### src/rtl/rtc_div_pkg.sv
package rtc_div_pkg;

  typedef enum logic [1:0] {
    OSC_OFF  = 2'd0,
    OSC_RUN  = 2'd1,
    OSC_HOLD = 2'd2
  } osc_mode_e;

  // Divider stage index driven by a rate code; -1 means no tap.
  function automatic int tap_of_code(input int code);
    if (code == 1)      return 6;
    else if (code == 2) return 7;
    else if (code >= 3) return code - 2;
    else                return -1;
  endfunction

endpackage

### src/rtl/osc_mode_decode.sv
module osc_mode_decode
  import rtc_div_pkg::*;
(
  input  logic [2:0] ctl,
  output osc_mode_e  mode
);

  always_comb begin
    casez (ctl)
      3'b010:  mode = OSC_RUN;
      3'b11?:  mode = OSC_HOLD;
      default: mode = OSC_OFF;
    endcase
  end

endmodule

### src/rtl/div_chain.sv
module div_chain
  import rtc_div_pkg::*;
#(
  parameter int STAGES = 15
) (
  input  logic              clk,
  input  logic              rst,
  input  logic              tick_en,
  input  osc_mode_e         mode,
  output logic [STAGES-1:0] cnt_q
);

  localparam logic [STAGES-1:0] ONE = STAGES'(1);

  always_ff @(posedge clk) begin
    if (rst) begin
      cnt_q <= '0;
    end else begin
      case (mode)
        OSC_HOLD: cnt_q <= '0;
        OSC_RUN:  if (tick_en) cnt_q <= cnt_q + ONE;
        default:  cnt_q <= cnt_q;
      endcase
    end
  end

  // the hold mode leaves every stage at zero
  p_hold_clears_r8: assert property (@(posedge clk) disable iff (rst)
    (mode == OSC_HOLD) |=> (cnt_q == '0));

  // a stopped oscillator freezes the chain
  p_frozen_r9: assert property (@(posedge clk) disable iff (rst)
    (mode == OSC_OFF) |=> $stable(cnt_q));

  // no count without a tick
  p_no_tick_no_count_r7: assert property (@(posedge clk) disable iff (rst)
    (!tick_en && mode == OSC_RUN) |=> $stable(cnt_q));

endmodule

### src/rtl/tap_select.sv
module tap_select
  import rtc_div_pkg::*;
#(
  parameter int STAGES = 15,
  parameter int RS_W   = 4
) (
  input  logic [STAGES-1:0] cnt,
  input  logic [RS_W-1:0]   rs,
  output logic              tap
);

  localparam int NCODES = 2 ** RS_W;

  logic [NCODES-1:0] taps;
  logic unused_edges;

  assign unused_edges = cnt[0] ^ cnt[STAGES-1];

  for (genvar c = 0; c < NCODES; c++) begin : g_code
    localparam int TI = tap_of_code(c);
    if (TI >= 0 && TI < STAGES) begin : g_tap
      assign taps[c] = cnt[TI];
    end else begin : g_none
      assign taps[c] = 1'b0;
    end
  end

  assign tap = taps[rs];

endmodule

### src/rtl/event_stage.sv
module event_stage (
  input  logic clk,
  input  logic rst,
  input  logic tap,
  input  logic cnt_msb,
  input  logic sqw_en,
  input  logic pie_en,
  output logic sqw_out,
  output logic per_pulse,
  output logic sec_carry
);

  logic tap_d;
  logic msb_d;

  always_ff @(posedge clk) begin
    if (rst) begin
      tap_d     <= 1'b0;
      msb_d     <= 1'b0;
      sqw_out   <= 1'b0;
      per_pulse <= 1'b0;
      sec_carry <= 1'b0;
    end else begin
      tap_d     <= tap;
      msb_d     <= cnt_msb;
      sqw_out   <= sqw_en & tap;
      per_pulse <= pie_en & tap & ~tap_d;
      sec_carry <= cnt_msb & ~msb_d;
    end
  end

  // each event lasts one clock
  p_pulse_single_r4: assert property (@(posedge clk) disable iff (rst)
    per_pulse |=> !per_pulse);

  // square wave low while disabled
  p_sqw_gated_r5: assert property (@(posedge clk) disable iff (rst)
    !sqw_en |=> !sqw_out);

  // the event enable gates the pulse
  p_pie_gated_r6: assert property (@(posedge clk) disable iff (rst)
    !pie_en |=> !per_pulse);

  // carry lasts one clock
  p_carry_single_r10: assert property (@(posedge clk) disable iff (rst)
    sec_carry |=> !sec_carry);

endmodule

### src/rtl/rtc_rate_divider.sv
module rtc_rate_divider
  import rtc_div_pkg::*;
#(
  parameter int STAGES = 15,
  parameter int RS_W   = 4
) (
  input  logic            clk,
  input  logic            rst,
  input  logic            tick_en,
  input  logic [2:0]      osc_ctl,
  input  logic [RS_W-1:0] rate_sel,
  input  logic            sqw_en,
  input  logic            pie_en,
  output logic            sqw_out,
  output logic            per_pulse,
  output logic            sec_carry
);

  osc_mode_e         mode;
  logic [STAGES-1:0] cnt;
  logic              tap;

  osc_mode_decode u_dec (
    .ctl  (osc_ctl),
    .mode (mode)
  );

  div_chain #(.STAGES(STAGES)) u_chain (
    .clk     (clk),
    .rst     (rst),
    .tick_en (tick_en),
    .mode    (mode),
    .cnt_q   (cnt)
  );

  tap_select #(.STAGES(STAGES), .RS_W(RS_W)) u_sel (
    .cnt (cnt),
    .rs  (rate_sel),
    .tap (tap)
  );

  event_stage u_evt (
    .clk       (clk),
    .rst       (rst),
    .tap       (tap),
    .cnt_msb   (cnt[STAGES-1]),
    .sqw_en    (sqw_en),
    .pie_en    (pie_en),
    .sqw_out   (sqw_out),
    .per_pulse (per_pulse),
    .sec_carry (sec_carry)
  );

  // code zero keeps both outputs quiet
  p_rs_zero_quiet_r3: assert property (@(posedge clk) disable iff (rst)
    (rate_sel == '0) |=> (!per_pulse && !sqw_out));

endmodule

### config.mk
export PLATFORM = sky130hd
export DESIGN_NAME = rtc_rate_divider
export DESIGN_NICKNAME = d
export VERILOG_FILES = /design/src/rtl/rtc_div_pkg.sv /design/src/rtl/osc_mode_decode.sv /design/src/rtl/div_chain.sv /design/src/rtl/tap_select.sv /design/src/rtl/event_stage.sv /design/src/rtl/rtc_rate_divider.sv
export SDC_FILE = /design/constraint.sdc
export NUM_CORES = 1
export LEC_CHECK = 0
export ABC_AREA = 1
export BUFFER_PORTS_ARGS = -buffer_cell sky130_fd_sc_hd__buf_2
export CORE_MARGIN = 2
export CORE_UTILIZATION = 40
export CTS_CLUSTER_SIZE = 8
export DETAILED_ROUTE_END_ITERATION = 8
export SETUP_SLACK_MARGIN = 0.4
export SLEW_MARGIN = 20
export SYNTH_ARGS = -nofsm -noshare
export SYNTH_HDL_FRONTEND = slang
export SYNTH_HIERARCHICAL = 1
export SYNTH_SLANG_ARGS = --single-unit
### constraint.sdc
create_clock -name clk -period 1.6 [get_ports clk]
set_input_delay 0.32 -clock clk [delete_from_list [all_inputs] [get_ports clk]]
set_output_delay 0.32 -clock clk [all_outputs]
set_load 0.02 [all_outputs]
-- Word level (Yosys, flattened, before mapping)
Index checks and enable logic that the tools add are counted.
- $add $sub $neg: 1
- order comparisons: 1
- equal/unequal tests: 5
- muxes and demuxes: 5
- bitwise operators: 6
- reductions and logical operators: 2
- operators with widths (kind ; number):
    one-hot mux 15 bit (2 select lines) ; 1
    adder 15 x 1 -> 15 bit, second input constant ; 1
    two-way mux 15 bit ; 1
    < comparator 4 x 5 -> 1 bit, second input constant ; 1
    bitwise AND 1 bit ; 4
    binary-select mux 1 bit (select 4 bit) ; 1
    equality test 2 bit, second input constant ; 2
    one-hot mux 2 bit (2 select lines) ; 1
    equality test 3 x 2 -> 1 bit, second input constant ; 1
    equality test 2 x 1 -> 1 bit, second input constant ; 1
    != test 2 bit, second input constant ; 1
    NOT 1 bit ; 2
    AND reduction 2 bit ; 1
    nonzero test 2 bit ; 1
    two-way mux 1 bit ; 1
- bits in registers: 20
- input bits: 12
- output and inout port bits: 3
- word-level logic and storage cells: 26

-- Logic depth before layout (Yosys ltp)
- word-level depth: 5
- gate-level depth with buffers: 10
- mapped depth without buffers: 9

-- Hierarchy
Netlist, hierarchy kept.
- modules (own cells, without submodules) (module ; instances ; cells each ; area an instance (µm²) ; sequential area each (µm²)):
    div_chain ; 1 ; 134 ; 884.6 ; 300.3
    tap_select ; 1 ; 46 ; 214.0 ; 0.0
    event_stage ; 1 ; 16 ; 146.4 ; 100.1
    osc_mode_decode ; 1 ; 5 ; 21.3 ; 0.0

-- Worst setup path before layout
No wires, ideal clock.
- path kind: register to register
- start: register u_chain.cnt_q[1]
- end: register u_chain.cnt_q[10]
- setup time: 0.122 ns
- data arrival time: 1.049 ns
- slack: 0.429 ns
- cell stages (with the launch flop): 7
- path buffers: 0
- clock period less this slack: 1.171 ns
- cell sequence: dfxtp_1 ha_1 nand2_1 nor2_2 nand2_1 o21ai_0 a21oi_1
- word-level cells in the longest chain between the ends: 3
- RTL lines (element ; line ; text):
    start, declared ; div_chain.sv:10 ; output logic [STAGES-1:0] cnt_q
    start signal, assigned ; div_chain.sv:21 ; OSC_RUN: if (tick_en) cnt_q <= cnt_q + ONE;
    start signal, assigned ; div_chain.sv:22 ; default: cnt_q <= cnt_q;
    adder 15 x 1 -> 15 bit ; div_chain.sv:21 ;
    two-way mux 15 bit ; div_chain.sv:21 ;
    one-hot mux 15 bit (2 select lines) ; div_chain.sv:19 ; case (mode)
No other way between the ends. The select of a mux whose other input is x is not followed.
A chain may end at the register's enable or synchronous reset.

-- Final worst setup path
- start: register u_chain.cnt_q[0]
- end: register u_chain.cnt_q[12]
The elaborated chain is that of the path after synthesis.

==> metrics <==
result of the run=finished clean; filler cell count=roughly 310; WP data arrival=around 1.4 ns; cells taking the most area after synthesis=sky130_fd_sc_hd__dfxtp_1, sky130_fd_sc_hd__nand2_1, sky130_fd_sc_hd__inv_1; Seq pwr share=48.5%; latest clock arrival within the worst-skew pair=between 0.3 and 0.4 ns; fraction of the yosys area taken by sequential cells=between 30% and 40%; maximum buffer depth of the clock tree=2; Worst Hold Class=in2reg; relative slew slack=75.8%; clock buffer count from CTS=3; post-synth top area cell=sky130_fd_sc_hd__dfxtp_1; die footprint=between 3000 and 4000 um2; switching power total=between 200 and 250 uW; fin crit period=about 1.2 ns; clk sinks=20; die height=approximately 60 um; last weighted congestion value of the routability-driven placer=~0.84; Worst R2R Start=u_chain/cnt_q[0]; DR pass1 iterations=4; most frequent cells in the layout=sky130_fd_sc_hd__nand2_1, sky130_fd_sc_hd__inv_1, sky130_fd_sc_hd__nand3_1; category of the worst setup path launch point=flip-flop; cell total after placement=around 260; WP data required=1.85 ns; highest clock frequency the design can meet=around 840 MHz; Routed WL=between 3 and 4 mm; total leakage power=0.000642 uW; capturing element type of the critical path=flip-flop; max cap viols=0; RSZ-0062 raised after global routing=yes; antenna cell count=0; maximum vdd drop=about 0.4 mV; most common cell after layout, fill and taps aside=sky130_fd_sc_hd__nand2_1; synthesis-to-layout area growth=23.7%; R2R Path End=u_chain/cnt_q[12]; fraction of the cycle the final worst path needs=~75%; effective utilization at floorplan=41.8%; area share of the leading cell type in the synthesized netlist=a little under a third; hold-critical path endpoint=u_evt/per_pulse; distinct cell type count after synthesis=23; number of global-route vias before repair=1149; start point of the critical path=u_chain/cnt_q[0]; Starting DRT DRC Count=~110; measured slew at the worst slew-check pin=~0.36 ns; power density over the cells=between 600 and 700 nW/um2; share of power burned in the clock network=41.6%; Nets=approximately 240; Reg clk slew, reported paths=approximately 0.13 ns; global-route wire length before repair=5.17 mm; share of total power consumed by net switching=around a quarter; internal power=788 uW; area inside the core boundary=around 3000 um2; worst-case register-to-register setup slack=between 0.4 and 0.5 ns; WL/cell=11.3 um; port bufs=14; max-slew violation count=0; filler-free cell count of the finished design=between 200 and 300; average size of a mapped cell=between 6 and 7 um2; global route total overflow=0; fraction of final layout cells sized beyond drive strength 1=about a third; total design power=1030 uW; critical path peak fanout=4; number of vias after detailed routing=1304; routed vias/inst=~5; flops & latches, synth=20; number of buffers inserted by hold repair at cts=0; H-tree Lvls=1; clock skew after layout=~0.013 ns; CTS root buf=sky130_fd_sc_hd__clkbuf_4; number of design rule violations left after detail routing=0; WHS Path Cells=3; die span in x=approximately 60 um; aggregate negative setup slack=0 ns; row count=20; total track usage=18.9%; number of top-level design ports=15; power share of the combinational group=between 10% and 20%; Hold Startpoint=pie_en; number of nets with antenna violations after routing=0; final count of negative-setup-slack endpoints=0; largest net degree at the start of global routing=16; hold violation total from the final report=0; Yosys warnings=6; instance count of the mapped netlist=between 200 and 250; area of combinational cells with multiple inputs=roughly 760 um2; cell count of the worst reg-to-reg path=7; clock tree from TritonCTS=yes; antenna violations before repair=0; netlist area before placement=~1300 um2; path type of the worst setup path=reg2reg; FF/Latch Area=about 420 um2; Mapped Nets=~210; Final HPWL DP=between 2 and 2.5 mm
-- how the worst max path moves through the flow --
stage / endpoint / slack [ns] / cells after the start
final: u_chain/cnt_q[12] / 0.40 / 7
after global routing: u_chain/cnt_q[10] / 0.33 / 7
after CTS: u_chain/cnt_q[14] / 0.38 / 8
after detailed placement: u_chain/cnt_q[13] / 0.14 / 9
after global placement: u_chain/cnt_q[13] / 0.17 / 9
after floorplan: u_chain/cnt_q[10] / 0.43 / 6
-- stage by stage --
stage / setup WS, ns / hold WS [ns] / area, um2 / util, %
after floorplan: 0.429 / 0.368 / 1270 / -
after global routing: 0.331 / 0.203 / 1570 / 51.7
after detailed placement: 0.141 / 0.378 / 1370 / 45.2
final: 0.405 / 0.211 / 1570 / 51.7
after CTS: 0.385 / 0.216 / 1490 / 49.3
after global placement: 0.172 / 0.369 / 1370 / 45.2
-- registers in the layout (all words and copies together), names as in the netlist --
register         count
u_evt/sec_carry      1
u_evt/per_pulse      1
u_evt/tap_d          1
u_evt/msb_d          1
u_evt/sqw_out        1
u_chain/cnt_q       15
-- critical path: stages (launching register included) --
cell and delay (ns):
sky130_fd_sc_hd__dfxtp_4 0.40, sky130_fd_sc_hd__ha_4 0.15, sky130_fd_sc_hd__nand2_4 0.08, sky130_fd_sc_hd__nor2_2 0.16, sky130_fd_sc_hd__nand3_1 0.11, sky130_fd_sc_hd__nand2_1 0.07
sky130_fd_sc_hd__nand2_1 0.04, sky130_fd_sc_hd__a21oi_1 0.11
-- metal layers --
metal	routed length [um]	GRT usage [%]	vias to the layer above	part of all wire, %
li1	-	-	682	-
met1	1460	25.7	559	48
met2	1340	29.2	50	44
met3	144	4.11	13	4.8
met4	73	6.98	0	2.4
met5	0	0	-	0
-- area by class of cell --
class | count | share of cell area, %
clock inverter | 1 | 1.92
clock buffer | 3 | 1.44
multi-input combinational | 140 | 48.6
inverter | 38 | 9.66
sequential | 20 | 27.0
timing repair buffer | 20 | 7.83
tap | 44 | 3.51
-- power by group through the flow --
stage	clock network, uW	logic [uW]	registers [uW]
global placement	0	98.3	515
floorplan	0	67.7	518
global route	466	117	500
finish	428	103	500
CTS	431	101	503
detailed placement	0	97.7	515
-- cells in the mapped netlist, drive strengths merged --
master and number:
ha 1, a22oi 3, dfxtp 20, inv 38, nand2 63, buf 2, nor3 4, nand3 21
o21ai 7, nor4 1, clkbuf 1, nand4 7, a21oi 11, nor2 22
-- logic make-up after synthesis --
logic type / count (synthesis) / synth area share [%]
adder cells (fa/ha/maj): 1 / 0.988
buffers and inverters: 41 / 14.2
AO/OA/AOI/OAI: 21 / 9.19
AND/OR/NAND/NOR: 118 / 44.0
flip-flops: 20 / 31.6
-- repair_timing --
item | CTS | global route
endpoints found under the setup margin | 8 | 14
buffers inserted | 3 | 2
gates resized for setup | 18 | 23
pin swaps | 2 | 6
No activity file was read; power rests on OpenSTA's default activity.
